$ cat src/rtl/redist_pkg.sv
package redist_pkg;
   localparam int unsigned OFS_W  = 12;
   localparam int unsigned PRIO_W = 8;

   typedef enum logic [1:0] {
      SZ_BYTE  = 2'd0,
      SZ_HALF  = 2'd1,
      SZ_WORD  = 2'd2,
      SZ_DWORD = 2'd3
   } acc_size_e;

   localparam logic [OFS_W-1:0] A_CTRL     = 12'h000;
   localparam logic [OFS_W-1:0] A_TYPE_LO  = 12'h008;
   localparam logic [OFS_W-1:0] A_TYPE_HI  = 12'h00C;
   localparam logic [OFS_W-1:0] A_STAT     = 12'h010;
   localparam logic [OFS_W-1:0] A_SLEEP    = 12'h014;
   localparam logic [OFS_W-1:0] A_BASEA_LO = 12'h070;
   localparam logic [OFS_W-1:0] A_BASEA_HI = 12'h074;
   localparam logic [OFS_W-1:0] A_BASEB_LO = 12'h078;
   localparam logic [OFS_W-1:0] A_BASEB_HI = 12'h07C;
   localparam logic [OFS_W-1:0] A_GROUP    = 12'h080;
   localparam logic [OFS_W-1:0] A_EN_SET   = 12'h100;
   localparam logic [OFS_W-1:0] A_EN_CLR   = 12'h180;
   localparam logic [OFS_W-1:0] A_PD_SET   = 12'h200;
   localparam logic [OFS_W-1:0] A_PD_CLR   = 12'h280;
   localparam logic [OFS_W-1:0] A_AC_SET   = 12'h300;
   localparam logic [OFS_W-1:0] A_AC_CLR   = 12'h380;
   localparam logic [OFS_W-1:0] A_PRIO     = 12'h400;
   localparam logic [OFS_W-1:0] A_GMOD     = 12'hD00;
   localparam logic [OFS_W-1:0] A_SGIAC    = 12'hE00;
endpackage

$ cat src/rtl/redist_secmask.sv
module redist_secmask #(
   parameter int unsigned NIRQ = 32
) (
   input  logic            sec_i,
   input  logic            sec_dis_i,
   input  logic [NIRQ-1:0] grp_i,
   output logic            ns_view_o,
   output logic [NIRQ-1:0] mask_o
);
   // Restricted view: non-secure caller while security is enforced.
   assign ns_view_o = ~sec_i & ~sec_dis_i;
   assign mask_o    = ns_view_o ? grp_i : {NIRQ{1'b1}};
endmodule

$ cat src/rtl/redist_setclr.sv
module redist_setclr #(
   parameter int unsigned W = 32
) (
   input  logic         clk,
   input  logic         rst_n,
   input  logic         set_i,
   input  logic         clr_i,
   input  logic [W-1:0] data_i,
   input  logic [W-1:0] mask_i,
   output logic [W-1:0] q_o
);
   logic [W-1:0] q;
   logic [W-1:0] eff;

   assign eff = data_i & mask_i;

   always_ff @(posedge clk or negedge rst_n) begin
      if (!rst_n)     q <= '0;
      else if (set_i) q <= q | eff;
      else if (clr_i) q <= q & ~eff;
   end

   assign q_o = q;
endmodule

$ cat src/rtl/redist_prio_bank.sv
module redist_prio_bank
   import redist_pkg::*;
#(
   parameter int unsigned NIRQ = 32
) (
   input  logic                   clk,
   input  logic                   rst_n,
   input  logic                   wr_word_i,
   input  logic                   wr_byte_i,
   input  logic [4:0]             idx_i,
   input  logic [31:0]            wdata_i,
   input  logic                   ns_view_i,
   input  logic [NIRQ-1:0]        grp_i,
   output logic [NIRQ*PRIO_W-1:0] prio_o,
   output logic [NIRQ*PRIO_W-1:0] view_o
);
   for (genvar i = 0; i < NIRQ; i++) begin : g_irq
      localparam int unsigned LANE = i % 4;
      logic              hit;
      logic              allow;
      logic [PRIO_W-1:0] din;
      logic [PRIO_W-1:0] q;

      assign hit   = (wr_word_i && (idx_i[4:2] == 3'(i / 4))) ||
                     (wr_byte_i && (idx_i == 5'(i)));
      assign allow = ~ns_view_i | grp_i[i];
      assign din   = wr_word_i ? wdata_i[PRIO_W*LANE +: PRIO_W] : wdata_i[PRIO_W-1:0];

      always_ff @(posedge clk or negedge rst_n) begin
         if (!rst_n)
            q <= '0;
         else if (hit && allow)
            q <= ns_view_i ? {1'b1, din[PRIO_W-1:1]} : din;
      end

      assign prio_o[PRIO_W*i +: PRIO_W] = q;
      assign view_o[PRIO_W*i +: PRIO_W] = !ns_view_i ? q :
                                          grp_i[i]   ? {q[PRIO_W-2:0], 1'b0} : '0;
   end
endmodule

$ cat src/rtl/redist_regbank.sv
module redist_regbank
   import redist_pkg::*;
#(
   parameter int unsigned NIRQ      = 32,
   parameter logic [31:0] GROUP_RST = 32'h0,
   parameter logic [63:0] TYPE_VAL  = 64'h0
) (
   input  logic                   clk,
   input  logic                   rst_n,
   input  logic                   req_i,
   input  logic                   we_i,
   input  logic [OFS_W-1:0]       addr_i,
   input  logic [1:0]             size_i,
   input  logic [63:0]            wdata_i,
   input  logic                   sec_i,
   input  logic                   sec_dis_i,
   output logic [63:0]            rdata_o,
   output logic [NIRQ-1:0]        grp_o,
   output logic [NIRQ-1:0]        grpmod_o,
   output logic [NIRQ-1:0]        en_o,
   output logic [NIRQ-1:0]        pend_o,
   output logic [NIRQ-1:0]        act_o,
   output logic [NIRQ*PRIO_W-1:0] prio_o,
   output logic [31:0]            sgi_acc_o
);
   localparam int unsigned NVEC = 3;  // 0 enable, 1 pending, 2 active

   if (NIRQ < 4 || NIRQ > 32 || (NIRQ % 4) != 0) begin : g_bad_nirq
      $error("redist_regbank: NIRQ must be a multiple of 4 in 4..32");
   end

   logic [NIRQ-1:0] grp_q, gmod_q;
   logic [31:0]     sgiac_q;
   logic [1:0]      sleep_q;
   logic [63:0]     basea_q, baseb_q;
   logic [63:0]     rdata_q;

   logic            ns_view, secure_cfg;
   logic [NIRQ-1:0] acc_mask;

   redist_secmask #(.NIRQ(NIRQ)) u_mask (
      .sec_i     (sec_i),
      .sec_dis_i (sec_dis_i),
      .grp_i     (grp_q),
      .ns_view_o (ns_view),
      .mask_o    (acc_mask)
   );
   assign secure_cfg = sec_i & ~sec_dis_i;

   // Size and alignment qualifiers
   logic is_byte, word_ok, dword_ok, prio_hit;
   assign is_byte  = (size_i == SZ_BYTE);
   assign word_ok  = (size_i == SZ_WORD)  && (addr_i[1:0] == 2'b00);
   assign dword_ok = (size_i == SZ_DWORD) && (addr_i[2:0] == 3'b000);
   assign prio_hit = (addr_i[OFS_W-1:5] == A_PRIO[OFS_W-1:5]) &&
                     (32'(addr_i[4:0]) < NIRQ);

   // Write strobes
   logic [NVEC-1:0] set_stb, clr_stb;
   logic            grp_we, gmod_we, sgiac_we, sleep_we;
   logic [1:0]      basea_we, baseb_we;
   logic            prio_wword, prio_wbyte;

   always_comb begin
      set_stb = '0;  clr_stb = '0;
      grp_we = 1'b0; gmod_we = 1'b0; sgiac_we = 1'b0; sleep_we = 1'b0;
      basea_we = 2'b00; baseb_we = 2'b00;
      prio_wword = 1'b0; prio_wbyte = 1'b0;
      if (req_i && we_i) begin
         if (word_ok) begin
            case (addr_i)
               A_GROUP:    grp_we     = ~ns_view;
               A_EN_SET:   set_stb[0] = 1'b1;
               A_EN_CLR:   clr_stb[0] = 1'b1;
               A_PD_SET:   set_stb[1] = 1'b1;
               A_PD_CLR:   clr_stb[1] = 1'b1;
               A_AC_SET:   set_stb[2] = 1'b1;
               A_AC_CLR:   clr_stb[2] = 1'b1;
               A_GMOD:     gmod_we    = secure_cfg;
               A_SGIAC:    sgiac_we   = secure_cfg;
               A_SLEEP:    sleep_we   = 1'b1;
               A_BASEA_LO: basea_we   = 2'b01;
               A_BASEA_HI: basea_we   = 2'b10;
               A_BASEB_LO: baseb_we   = 2'b01;
               A_BASEB_HI: baseb_we   = 2'b10;
               default:    prio_wword = prio_hit;
            endcase
         end else if (dword_ok) begin
            case (addr_i)
               A_BASEA_LO: basea_we = 2'b11;
               A_BASEB_LO: baseb_we = 2'b11;
               default: ;
            endcase
         end else if (is_byte) begin
            prio_wbyte = prio_hit;
         end
      end
   end

   // Set/clear bitmap registers
   logic [NIRQ-1:0] vec_q [NVEC];
   for (genvar k = 0; k < NVEC; k++) begin : g_vec
      redist_setclr #(.W(NIRQ)) u_vec (
         .clk    (clk),
         .rst_n  (rst_n),
         .set_i  (set_stb[k]),
         .clr_i  (clr_stb[k]),
         .data_i (wdata_i[NIRQ-1:0]),
         .mask_i (acc_mask),
         .q_o    (vec_q[k])
      );
   end

   // Priority storage
   logic [NIRQ*PRIO_W-1:0] prio_view;
   redist_prio_bank #(.NIRQ(NIRQ)) u_prio (
      .clk       (clk),
      .rst_n     (rst_n),
      .wr_word_i (prio_wword),
      .wr_byte_i (prio_wbyte),
      .idx_i     (addr_i[4:0]),
      .wdata_i   (wdata_i[31:0]),
      .ns_view_i (ns_view),
      .grp_i     (grp_q),
      .prio_o    (prio_o),
      .view_o    (prio_view)
   );

   // Plain registers
   logic [31:0] hi_half_d;
   assign hi_half_d = dword_ok ? wdata_i[63:32] : wdata_i[31:0];

   always_ff @(posedge clk or negedge rst_n) begin
      if (!rst_n) begin
         grp_q   <= GROUP_RST[NIRQ-1:0];
         gmod_q  <= '0;
         sgiac_q <= '0;
         sleep_q <= '0;
         basea_q <= '0;
         baseb_q <= '0;
      end else begin
         if (grp_we)      grp_q   <= wdata_i[NIRQ-1:0];
         if (gmod_we)     gmod_q  <= wdata_i[NIRQ-1:0];
         if (sgiac_we)    sgiac_q <= wdata_i[31:0];
         if (sleep_we)    sleep_q <= {2{wdata_i[0]}};
         if (basea_we[0]) basea_q[31:0]  <= wdata_i[31:0];
         if (basea_we[1]) basea_q[63:32] <= hi_half_d;
         if (baseb_we[0]) baseb_q[31:0]  <= wdata_i[31:0];
         if (baseb_we[1]) baseb_q[63:32] <= hi_half_d;
      end
   end

   // Read mux
   logic [63:0] rd_val;
   always_comb begin
      rd_val = '0;
      if (word_ok) begin
         case (addr_i)
            A_TYPE_LO:            rd_val[31:0] = TYPE_VAL[31:0];
            A_TYPE_HI:            rd_val[31:0] = TYPE_VAL[63:32];
            A_SLEEP:              rd_val[31:0] = {30'b0, sleep_q};
            A_BASEA_LO:           rd_val[31:0] = basea_q[31:0];
            A_BASEA_HI:           rd_val[31:0] = basea_q[63:32];
            A_BASEB_LO:           rd_val[31:0] = baseb_q[31:0];
            A_BASEB_HI:           rd_val[31:0] = baseb_q[63:32];
            A_GROUP:              rd_val[31:0] = ns_view ? 32'h0 : 32'(grp_q);
            A_EN_SET, A_EN_CLR:   rd_val[31:0] = 32'(vec_q[0] & acc_mask);
            A_PD_SET, A_PD_CLR:   rd_val[31:0] = 32'(vec_q[1] & acc_mask);
            A_AC_SET, A_AC_CLR:   rd_val[31:0] = 32'(vec_q[2] & acc_mask);
            A_GMOD:               rd_val[31:0] = secure_cfg ? 32'(gmod_q) : 32'h0;
            A_SGIAC:              rd_val[31:0] = secure_cfg ? sgiac_q : 32'h0;
            default:
               if (prio_hit) rd_val[31:0] = prio_view[{addr_i[4:2], 5'b0} +: 32];
         endcase
      end else if (dword_ok) begin
         case (addr_i)
            A_TYPE_LO:  rd_val = TYPE_VAL;
            A_BASEA_LO: rd_val = basea_q;
            A_BASEB_LO: rd_val = baseb_q;
            default: ;
         endcase
      end else if (is_byte && prio_hit) begin
         rd_val[7:0] = prio_view[{addr_i[4:0], 3'b0} +: 8];
      end
   end

   always_ff @(posedge clk or negedge rst_n) begin
      if (!rst_n)     rdata_q <= '0;
      else if (req_i) rdata_q <= we_i ? 64'h0 : rd_val;
   end

   assign rdata_o   = rdata_q;
   assign grp_o     = grp_q;
   assign grpmod_o  = gmod_q;
   assign en_o      = vec_q[0];
   assign pend_o    = vec_q[1];
   assign act_o     = vec_q[2];
   assign sgi_acc_o = sgiac_q;
endmodule

$ cat config.mk
export PLATFORM = sky130hd
export DESIGN_NAME = redist_regbank
export DESIGN_NICKNAME = d
export VERILOG_FILES = /design/src/rtl/redist_pkg.sv /design/src/rtl/redist_secmask.sv /design/src/rtl/redist_setclr.sv /design/src/rtl/redist_prio_bank.sv /design/src/rtl/redist_regbank.sv
export SDC_FILE = /design/constraint.sdc
export NUM_CORES = 2
export LEC_CHECK = 0
export BUFFER_PORTS_ARGS = -buffer_cell sky130_fd_sc_hd__buf_2
export CAP_MARGIN = 40
export CORE_ASPECT_RATIO = 0.5
export CORE_UTILIZATION = 51
export CTS_CLUSTER_SIZE = 28
export DETAILED_ROUTE_END_ITERATION = 8
export MAX_ROUTING_LAYER = met4
export PLACE_DENSITY = 0.77
export RECOVER_POWER = 100
export SLEW_MARGIN = 20
export SYNTH_ARGS = -nofsm -noshare
export SYNTH_HDL_FRONTEND = slang
export SYNTH_SLANG_ARGS = --single-unit
export TNS_END_PERCENT = 20
$ cat constraint.sdc
create_clock -name clk -period 2.21 [get_ports clk]
set_input_delay 0.663 -clock clk [delete_from_list [all_inputs] [get_ports clk]]
set_output_delay 0.663 -clock clk [all_outputs]
set_load 0.01 [all_outputs]
### After elaboration in Yosys (flattened, before gate mapping)

Index checks and enable logic that the tools add are counted.

| operators by class | value |
|---|---|
| eq/ne operators | 57 |
| shift operators | 2 |
| muxes and demuxes | 130 |
| bitwise logic cells | 48 |
| reduce and logical (&&, ||, !) cells | 121 |

Operator list:

| operator | number |
|---|---|
| two-way mux 8 bit | 73 |
| two-way mux 32 bit | 14 |
| case mux 32 bit (12 select lines) | 1 |
| variable part select 256 x 9 -> 32 bit | 1 |
| variable part select 256 x 9 -> 8 bit | 1 |
| AND 32 bit | 7 |
| case mux 64 bit (2 select lines) | 1 |
| OR 32 bit | 3 |
| equality test 5 bit (second input constant) | 16 |
| logical AND 1 bit | 76 |
| two-way mux 64 bit | 1 |
| two-way mux 56 bit | 1 |
| equality test 12 x 10 -> 1 bit (second input constant) | 4 |
| equality test 12 x 7 -> 1 bit (second input constant) | 4 |
| equality test 5 x 4 -> 1 bit (second input constant) | 8 |
| logical OR 1 bit | 32 |
| NOT 32 bit | 1 |
| OR 1 bit | 32 |
| two-way mux 1 bit | 25 |
| equality test 12 bit (second input constant) | 2 |
| equality test 12 x 4 -> 1 bit (second input constant) | 2 |
| equality test 12 x 9 -> 1 bit (second input constant) | 2 |
| equality test 5 x 3 -> 1 bit (second input constant) | 4 |
| two-way mux 2 bit | 8 |
| 19 further kinds | 39 |

| storage, ports and cells | value |
|---|---|
| register bits after elaboration | 641 |
| input port bits | 84 |
| output and inout port bits | 512 |
| logic and storage cells | 402 |

### Longest topological paths before layout

| depth | value |
|---|---|
| depth after elaboration | 8 |
| gate-level depth with buffers | 12 |
| gate-level depth less buffers | 7 |

### By module

From an unflattened synthesis, not the netlist that was laid out.

| second synthesis, totals | value |
|---|---|
| cell total of the unflattened synthesis | 3406 |
| area total of the unflattened synthesis | 37553.5 um2 |

By module, submodules not included:

| module | times used | cells each | area an instance (um2) | seq. area each (um2) |
|---|---|---|---|---|
| redist_regbank | 1 | 1551 | 18547.8 | 7231.9 |
| redist_prio_bank | 1 | 1510 | 14780.4 | 6406.1 |
| redist_setclr | 3 | 102 | 1330.0 | 800.8 |
| redist_secmask | 1 | 39 | 235.2 | 0.0 |

### Least setup slack after synthesis

Ideal clock, no wire load.

| timing path | value |
|---|---|
| path type | input to register |
| from | input addr_i[8] |
| to | register grp_q[10] (netlist: grp_o[10]) |
| library setup time | 125 ps |
| data arrival time | 2833 ps |
| data required time | 2085 ps |
| setup slack | -748 ps |
| stages | 9 |
| buffers on the path | 5 |
| cell sequence | buf_2 > or4_1 > buf_2 > buf_4 > or3_1 > clkbuf_1 > nor2_2 > buf_2 > mux2_2 |

| between the ends | value |
|---|---|
| word-level cells in the longest chain between the ends | 4 |

RTL lines:

| item | RTL line | source |
|---|---|---|
| start, declared | redist_regbank.sv:12 | `input logic [OFS_W-1:0] addr_i,` |
| equality test 12 x 8 -> 1 bit | redist_regbank.sv:71 | `case (addr_i)` |
| two-way mux 1 bit | redist_regbank.sv:71 |  |
| two-way mux 1 bit | redist_regbank.sv:70 | `if (word_ok) begin` |
| two-way mux 1 bit | redist_regbank.sv:69 | `if (req_i && we_i) begin` |
| end signal, assigned | redist_regbank.sv:135 | `grp_q <= GROUP_RST[NIRQ-1:0];` |
| end signal, assigned | redist_regbank.sv:142 | `if (grp_we) grp_q <= wdata_i[NIRQ-1:0];` |
| end, declared | redist_regbank.sv:32 | `logic [NIRQ-1:0] grp_q, gmod_q;` |

No other way between the ends.
A chain may end at the register's enable or synchronous reset.

==> impl_metrics.env <==
export IMPL_status="finished, violations left"
export IMPL_violations="negative setup slack"
export IMPL_stdcell_area_um2=47500
export IMPL_max_cap_viol_count=0
export IMPL_chipHeight_um=183
export IMPL_clock_path_buffers=3
export IMPL_setup_slack_ns=-0.292
export IMPL_rr_worst_depth=8
export IMPL_synthesis_area_um2=33600
export IMPL_slew_violations=0
export IMPL_max_slew_margin=0.296
export IMPL_postRouteAntennaNets=0
export IMPL_grt_pass1_vias=35400
export IMPL_clkTransAtPathRegs_ns=0.07
export IMPL_fp_dieW_um=365
export IMPL_crit_fanout=32
export IMPL_synthesis_instances=3176
export IMPL_r2r_start="grp_o[20]"
export IMPL_synth_compound_area_frac=0.214
export IMPL_cts_sinks=641
export IMPL_tritoncts="done"
export IMPL_antenna_found_initial=24
export IMPL_drive_gt1_frac=0.377
export IMPL_drc=0
export IMPL_coreArea_um2=65100
export IMPL_arrival_ns=3.05
export IMPL_synth_top_family_by_area="compound AO/OA/AOI/OAI gates"
export IMPL_nFillCells=4890
export IMPL_io_buffer_count=595
export IMPL_ys_types=80
export IMPL_synth_seq_cells=641
export IMPL_grt_max_degree=76
export IMPL_power_w=0.0262
export IMPL_rr_endpoint="rdata_o[4]"
export IMPL_grt_pass1_wl_mm=254
export IMPL_timing_hold_ws_ns=0.294
export IMPL_critPathLaunch="size_i[0]"
export IMPL_hpwl_mm=140
export IMPL_fp_dieArea_um2=67000
export IMPL_drtIter0Drc=6217
export IMPL_synth_edf_count=0
export IMPL_rows=66
export IMPL_synth_xor_xnor_area_share=0.000261
export IMPL_finalCriticalPeriod_ns=2.50
export IMPL_avgSynthCellArea_um2=10.6
export IMPL_grt_overflow=0
export IMPL_io_pins=596
export IMPL_dpl_cell_area_um2=43900
export IMPL_hp_class="input pin to register"
export IMPL_wl_per_cell_um=34.6
export IMPL_async_flop_share=1.00
export IMPL_gp_congestion=1.14
export IMPL_power_density_nw_per_um2=551
export IMPL_fin_nets=4542
export IMPL_ys_seq_area_frac=0.478
export IMPL_r2r_slack_ns=-0.21
export IMPL_synth_area_leaders="dfrtp_1, mux2_2, o21ai_0"
export IMPL_required_ns=2.75
export IMPL_min_from="wdata_i[45]"
export IMPL_endpoint_kind="register"
export IMPL_root_buffer="clkbuf_16"
export IMPL_vdd_drop_max_uv=612
export IMPL_finClkSkew_ns=0.0523
export IMPL_pre_cts_slack_ns=-1.25
export IMPL_fmax_ghz=0.400
export IMPL_initial_core_util=0.516
export IMPL_grtUsageTotal=0.551
export IMPL_rsz0062_at_grt="true"
export IMPL_vias_per_cell=6.93
export IMPL_synthAdderAreaFrac=0
export IMPL_insertion_delay_ns=0.70
export IMPL_critPathKind="input pin to register"
export IMPL_drtPass1Iterations=9
export IMPL_tightest_slew_ns=1.06
export IMPL_ys_flop_type="dfrtp_1"
export IMPL_syn_to_final_growth_pct=41.4
export IMPL_post_route_period_util=1.13
export IMPL_vias=37600
export IMPL_drt_wl_total_mm=187
export IMPL_cts_inserted_buffers=59
export IMPL_multiInputGateArea_um2=17400
export IMPL_critPathLaunchType="input pin"
export IMPL_muxShareOfSynthArea=0.169
export IMPL_htree_num_levels=2
export IMPL_synth_simple_area_share=0.0990
export IMPL_synth_top_area_share=0.478
export IMPL_setup_violations=461
export IMPL_seqCellArea_um2=16100
export IMPL_synth_largest_area_cell="dfrtp_1"
export IMPL_p_leak_nw=21.5
export IMPL_hold_viol_final=0
export IMPL_ys_warnings_count=0
export IMPL_syn_nets=3260
worst min path at each step:
stage	endpoint	cells past startpoint
finish	baseb_q[45]	3
global route	baseb_q[37]	3
CTS	baseb_q[61]	3
detailed placement	rdata_o[33]	1
global placement	rdata_o[46]	1
floorplan	async pin	0
power by group:
part           switching [W]  internal (W)
Clock                0.00534       0.00614
Sequential         0.0000142        0.0117
Combinational        0.00191       0.00103
worst max-delay path, cell delays in order:
cell,delay (ns)
buf_2,0.15
buf_4,0.15
buf_4,0.16
nand3b_1,0.16
clkbuf_2,0.39
nor2_1,0.32
clkbuf_2,0.20
nand4_1,0.16
buf_12,0.22
o21ai_0,0.29
o21ai_0,0.17
synthesized netlist by cell type, types with 15 or more instances:
cell type  number
a31oi_1        33
buf_2          70
o2bb2ai_1      34
mux4_2         67
and3_1         16
o31ai_1        68
a22o_1         25
a211oi_1       27
dfrtp_1       641
nand2_1       295
mux2_2        281
o2111ai_1      18
nor2b_1        30
mux2i_1        99
a221oi_1       40
nor3_1         35
or3_1          15
nor2_1        129
clkbuf_1      176
a32oi_1        28
buf_1          26
o211ai_1       46
nand3_1        30
o21ai_0       375
a22oi_1       100
a21oi_1       129
a221o_1        21
inv_1          40
o21a_1         16
nand2b_1       17
and2_1         48
kinds of logic (layout without fill, tap and decap cells):
logic type	Yosys count	in the layout
muxes	447	447
buffers and inverters	325	1656
other	0	28
DFF	641	641
xor gates and xnor gates	1	1
AOI/OAI and AO/OA	1081	1081
and+or+nand+nor	681	682
area by class of cell:
cell class                      count  area share
Sequential cell                   641       0.338
Antenna cell                       28     0.00148
Inverter                           40     0.00316
Clock inverter                     40      0.0102
Clock buffer                       71      0.0335
Multi-Input combinational cell   2211       0.367
Tap cell                          884      0.0233
Timing Repair Buffer             1505       0.224
placed cells by master, fill, tap and decap left out, types with 70 or more instances in the layout:
cell type	count
clkbuf_1	491
nand2_1	281
mux2_2	254
o21ai_1	70
a22oi_1	88
mux2i_1	90
o21ai_0	302
buf_2	169
nor2_1	120
buf_4	632
a21oi_1	115
buf_12	79
dfrtp_1	629
timing repair:
action | CTS | global route
buffers inserted | 24 | 45
hold buffers | 1 | 0
gates resized for setup | 139 | 283
hold endpoints to repair | 11 | 0
setup endpoints to repair | 152 | 349
pin swaps | 26 | 69
cloned | 4 | 11
stage by stage:
stage / instances / setup TNS (ns) / utilization
3_5_place_dp: 5199 / -388.27 / 0.675
5_1_grt: 5409 / -60.27 / 0.729
3_3_place_gp: 5199 / -373.10 / 0.675
4_1_cts: 5338 / -2.27 / 0.721
2_1_floorplan: 3176 / -293.61 / -
6_report: 5420 / -37.47 / 0.730
routing by layer:
layer / global-route usage / part of all wire / routed length (um)
met1: 0.687 / 0.36 / 67100
met2: 0.734 / 0.40 / 75100
met3: 0.265 / 0.17 / 32200
met4: 0.287 / 0.070 / 13200
met5: - / 0 / 0
No activity file was read; power rests on OpenSTA's default activity.
